<file path="config.mk">
export PLATFORM = sky130hd
export DESIGN_NAME = stuck_bus_guard
export DESIGN_NICKNAME = d
export VERILOG_FILES = /design/src/rtl/sbr_pkg.sv /design/src/rtl/stuck_timer.sv /design/src/rtl/recovery_seq.sv /design/src/rtl/stuck_bus_guard.sv
export SDC_FILE = /design/constraint.sdc
export NUM_CORES = 1
export LEC_CHECK = 0
export ABC_CLOCK_PERIOD_IN_PS = 7100
export CAP_MARGIN = 30
export CORE_MARGIN = 4
export CORE_UTILIZATION = 35
export DETAILED_ROUTE_END_ITERATION = 16
export PLACE_DENSITY = 0.51
export SLEW_MARGIN = 10
export SYNTH_ARGS = -nofsm -noshare
export SYNTH_HDL_FRONTEND = slang
export SYNTH_HIERARCHICAL = 1
export SYNTH_SLANG_ARGS = --single-unit
</file>
<file path="constraint.sdc">
create_clock -name clk -period 7.1 [get_ports clk]
set_clock_uncertainty 0.15 [all_clocks]
set_input_delay 1.42 -clock clk [delete_from_list [all_inputs] [get_ports clk]]
set_output_delay 1.42 -clock clk [all_outputs]
set_load 0.02 [all_outputs]
</file>
<file path="src/rtl/sbr_pkg.sv">
package sbr_pkg;
  typedef enum logic [2:0] {
    PH_IDLE,
    PH_GUARD,
    PH_LOW,
    PH_HIGH,
    PH_DONE
  } rec_phase_e;
endpackage

</file>
<file path="src/rtl/stuck_timer.sv">
module stuck_timer #(
  parameter int TIMEOUT_CYC = 1500000
) (
  input  logic clk,
  input  logic rst_n,
  input  logic run,
  input  logic clr,
  output logic expire
);
  localparam int TW = $clog2(TIMEOUT_CYC + 1);
  localparam logic [TW-1:0] LAST = TW'(TIMEOUT_CYC - 1);

  logic [TW-1:0] cnt;

  assign expire = run && !clr && (cnt == LAST);

  always_ff @(posedge clk or negedge rst_n) begin
    if (!rst_n)              cnt <= '0;
    else if (clr || expire)  cnt <= '0;
    else if (run)            cnt <= cnt + 1'b1;
  end


  free_clears_timer_chk: assert property (@(posedge clk) disable iff (!rst_n)
    clr |=> (cnt == '0));
endmodule

</file>
<file path="src/rtl/recovery_seq.sv">
module recovery_seq
  import sbr_pkg::*;
#(
  parameter int GUARD_CYC  = 2000,
  parameter int HALF_CYC   = 2941,
  parameter int MAX_PULSES = 16
) (
  input  logic clk,
  input  logic rst_n,
  input  logic expire,
  input  logic bus_free,
  input  logic en_lvl,
  input  logic en_rise,
  output logic fault_o,
  output logic pull_o
);
  localparam int SPAN = (GUARD_CYC > HALF_CYC) ? GUARD_CYC : HALF_CYC;
  localparam int CW   = $clog2(SPAN + 1);
  localparam int PW   = $clog2(MAX_PULSES + 1);
  localparam logic [CW-1:0] GUARD_LAST = CW'(GUARD_CYC - 1);
  localparam logic [CW-1:0] HALF_LAST  = CW'(HALF_CYC - 1);
  localparam logic [PW-1:0] PULSE_MAX  = PW'(MAX_PULSES);

  rec_phase_e    ph;
  logic [CW-1:0] tcnt;
  logic [PW-1:0] pcnt;

  assign fault_o = (ph != PH_IDLE);
  assign pull_o  = (ph == PH_LOW);

  always_ff @(posedge clk or negedge rst_n) begin
    if (!rst_n) begin
      ph   <= PH_IDLE;
      tcnt <= '0;
      pcnt <= '0;
    end else if (ph == PH_IDLE) begin
      if (expire) begin
        ph   <= PH_GUARD;
        tcnt <= '0;
        pcnt <= '0;
      end
    end else if (en_rise || bus_free) begin
      ph   <= PH_IDLE;
      tcnt <= '0;
    end else if (!en_lvl) begin
      if (ph != PH_DONE) begin
        ph   <= PH_GUARD;
        tcnt <= '0;
      end
    end else begin
      case (ph)
        PH_GUARD: begin
          if (tcnt == GUARD_LAST) begin
            ph   <= PH_LOW;
            tcnt <= '0;
          end else begin
            tcnt <= tcnt + 1'b1;
          end
        end
        PH_LOW: begin
          if (tcnt == HALF_LAST) begin
            ph   <= PH_HIGH;
            tcnt <= '0;
            pcnt <= pcnt + 1'b1;
          end else begin
            tcnt <= tcnt + 1'b1;
          end
        end
        PH_HIGH: begin
          if (tcnt == HALF_LAST) begin
            ph   <= (pcnt == PULSE_MAX) ? PH_DONE : PH_LOW;
            tcnt <= '0;
          end else begin
            tcnt <= tcnt + 1'b1;
          end
        end
        default: ph <= PH_DONE;
      endcase
    end
  end


  pulse_budget_chk: assert property (@(posedge clk) disable iff (!rst_n)
    pcnt <= PULSE_MAX);


  low_entry_order_chk: assert property (@(posedge clk) disable iff (!rst_n)
    $rose(pull_o) |-> ($past(ph) == PH_GUARD || $past(ph) == PH_HIGH));


  fresh_budget_chk: assert property (@(posedge clk) disable iff (!rst_n)
    (ph == PH_IDLE && expire) |=> (pcnt == '0));
endmodule

</file>
<file path="src/rtl/stuck_bus_guard.sv">
module stuck_bus_guard #(
  parameter int TIMEOUT_CYC = 1500000,
  parameter int GUARD_CYC   = 2000,
  parameter int HALF_CYC    = 2941,
  parameter int MAX_PULSES  = 16
) (
  input  logic clk,
  input  logic rst_n,
  input  logic card_sda_i,
  input  logic card_scl_i,
  input  logic en_lvl_i,
  input  logic en_rise_i,
  input  logic uv_ok_i,
  output logic fault_o,
  output logic scl_pull_o
);
  logic bus_free;
  logic tmr_run;
  logic tmr_clr;
  logic tmr_expire;

  assign bus_free = card_sda_i && card_scl_i;
  assign tmr_run  = uv_ok_i && !bus_free && !fault_o;
  assign tmr_clr  = !uv_ok_i || bus_free || en_rise_i || fault_o;

  stuck_timer #(.TIMEOUT_CYC(TIMEOUT_CYC)) u_timer (
    .clk    (clk),
    .rst_n  (rst_n),
    .run    (tmr_run),
    .clr    (tmr_clr),
    .expire (tmr_expire)
  );

  recovery_seq #(
    .GUARD_CYC  (GUARD_CYC),
    .HALF_CYC   (HALF_CYC),
    .MAX_PULSES (MAX_PULSES)
  ) u_seq (
    .clk      (clk),
    .rst_n    (rst_n),
    .expire   (tmr_expire),
    .bus_free (bus_free),
    .en_lvl   (en_lvl_i),
    .en_rise  (en_rise_i),
    .fault_o  (fault_o),
    .pull_o   (scl_pull_o)
  );


  expire_sets_fault_chk: assert property (@(posedge clk) disable iff (!rst_n)
    tmr_expire |=> fault_o);


  lockout_quiet_chk: assert property (@(posedge clk) disable iff (!rst_n)
    (!uv_ok_i && !fault_o) |=> !fault_o);


  free_ends_fault_chk: assert property (@(posedge clk) disable iff (!rst_n)
    (fault_o && bus_free) |=> (!fault_o && !scl_pull_o));


  edge_ends_fault_chk: assert property (@(posedge clk) disable iff (!rst_n)
    (fault_o && en_rise_i) |=> !fault_o);


  disabled_no_pull_chk: assert property (@(posedge clk) disable iff (!rst_n)
    !en_lvl_i |=> !scl_pull_o);
endmodule

</file>
==> flow_summary.ini <==
[floorplanning]
initial_core_util_pct = 36.78
coreArea_um2 = 6907
die_w_um = 93.19
fp.dieH_um = 93.19
rows = 30
num_io_pins = 9
dieArea_um2 = 8683

[sta]
fin_crit_ns = 4.084
holdWs_ns = 0.3588
maxSlewViolCount = 0
max_freq_ghz = 0.2448
fin_ws_ns = 3.016
rsz0062_at_grt = no
max_slew_margin_pct = 49.92
setup-tns-final_ns = 0
worstMarginPinSlew_ns = 0.7511
hold_violations = 0
setup_viol = 0
timing.final.crit_share_pct = 57.52

[synthesis]
synth_area_um2 = 2540
ys_types = 61
synth-edff-count = 0
avgSynthCellArea_um2 = 9.513
yosysSeqAreaShare_pct = 40.39
synth_async_sr_flop_share_pct = 100.0
ys.flop_type = dfrtp_1
syn-num-nets = 279
synth_top_area_share_pct = 40.39
synth.area.top_cells = dfrtp_1 (40%), nor2_1 (3.8%), xnor2_1 (3.8%), nor3_1 (2.6%), nand2_1 (2.5%)
ys.warnings.count = 6
synth-seq-cells = 41
synth_cells = 267
yosys.area.top_type = dfrtp_1

[placed_design]
post-place-ws_ns = 2.714
hpwlAfterDp_um = 3826
gp_congestion = 0.7450
port_buffers = 8

[clock_tree]
hold_buffers = 0
cts_root_buf = clkbuf_8
cts_resized = 0
clockBufferDepth = 2
cts_tree = done
cts_sinks = 41
cts_buffers = 5
cts_setup_buffers = 0
clkTransAtPathRegs_ns = 0.08
h-tree-depth = 2
insertion_delay_ns = 0.29

[global_route]
grt_use_met1_pct = 19.33
grt_use_met3_pct = 2.735
grt-ovfl-total = 0
first_global_vias = 1903
grt_max_degree = 27
grtUsageTotal_pct = 13.52
antenna_found_initial = 0
use_met2_pct = 20.64
grt_pass1_wl_um = 9432
busiest_layer = met2

[final_layout]
final_common_cell = dfrtp_1
regArea_um2 = 1026
final_cell_mix = dfrtp_1 (41), nor2_1 (26), nand2_1 (17), nor3_1 (13)
layout.nets = 282
area_delta_synth_final_pct = 9.606
n_antenna_cell = 0
layout-drive-gt1-share_pct = 12.18
final_util_pct = 40.31
n_fill_cell = 708
multiInputGateArea_um2 = 1400

[routing]
num_vias = 2000
viasPerCell = 5.450
wl_per_cell_um = 15.02
wl_um = 5512
drc_errors = 0
drt_iter0_markers = 107
firstDrtPassIters = 4
antenna_left = 0

[critical_path]
required_ns = 7.15
worstSetupPathType = in -> reg
worst_setup_path_end_kind = flop
crit_path_start_kind = input pin
path_max_fanout = 15
critPathArrivalTime_ns = 4.13

[power_and_ir_drop]
pwr_density_cell_nw_per_um2 = 160.3
power_mw = 0.4463
p_leak_nw = 1.062
ir_worst_vdd_v = 0.00005494

[run]
maxCapViolCount = 0

[run_status]
outcome = complete, no violations

[min_path]
hp-class = reg -> reg
==> routing by layer <==
metal	wire length, µm	up-vias
met1	2855	984
met3	146	4
met5	0	-
met4	48	0
li1	-	989
met2	2462	23
==> flip-flops by register name (all words and copies together), names as in the netlist <==
signal,flops
u_seq/pcnt,5
u_seq/tcnt,12
u_seq/ph,3
u_timer/cnt,21
==> where the power goes <==
group	internal (mW)	switching [mW]	total [mW]
logic	0.0147	0.0233	0.0381
registers	0.235	0.00327	0.238
clock network	0.0880	0.0820	0.170
==> final timing paths <==
check	from	to	slack (ns)	cells after the start
worst max register to register	u_seq/ph[0]$_DFFE_PN0P_	u_seq/tcnt[9]$_DFFE_PN0P_	3.62	10
max in group asynchronous	rst_n	u_timer/cnt[11]$_DFFE_PN0P_	5.43	2
min in group asynchronous	rst_n	u_seq/tcnt[5]$_DFFE_PN0P_	0.89	1
worst min register to register	u_seq/tcnt[9]$_DFFE_PN0P_	u_seq/tcnt[9]$_DFFE_PN0P_	0.36	1
worst min-delay path	u_seq/tcnt[9]$_DFFE_PN0P_	u_seq/tcnt[9]$_DFFE_PN0P_	0.36	1
worst max-delay path	card_sda_i	u_seq/tcnt[9]$_DFFE_PN0P_	3.02	10
==> final cells by class <==
type,count,area share [%]
multi-input combinational,202,50.29
sequential,41,36.85
tap,96,4.315
clock buffer,7,3.461
timing repair buffer,9,3.416
inverter,11,1.483
clock inverter,1,0.1798
==> worst max-delay path, stage by stage <==
cell and delay (ns):
clkdlybuf4s50_1 0.39, nand2_1 0.10, and3b_1 0.30, nand4_2 0.32, nor4_1 0.56, nor2_1 0.07
a21oi_1 0.17, o31a_2 0.39, a41oi_1 0.17, a211oi_1 0.24
==> stage by stage <==
stage | std cells | instance area [µm²]
2_1_floorplan | 267 | 2540
3_3_place_gp | 358 | 2663
3_5_place_dp | 359 | 2683
4_1_cts | 367 | 2784
5_1_grt | 367 | 2784
6_report | 367 | 2784
==> cells by family after synthesis <==
| group | share of synthesized area, % |
|---|---|
| fa+ha+maj | 2.463 |
| buf+inv | 4.483 |
| mux | 2.414 |
| xor+xnor | 4.828 |
| compound gates | 14.04 |
| simple gates | 31.38 |
| flops | 40.39 |
==> Yosys cell counts, types with 5 or more instances <==
library cell	count
nand4_1	5
and3_1	5
and2_1	5
o21ai_2	7
inv_1	11
nor4_1	7
nor3_1	13
a22o_1	7
o21ai_0	7
nand2_1	17
nand3_1	11
xnor2_1	11
nor2_1	26
buf_2	6
ha_1	5
a21oi_1	9
mux2i_1	5
dfrtp_1	41
(Power assumes the default switching activity.)
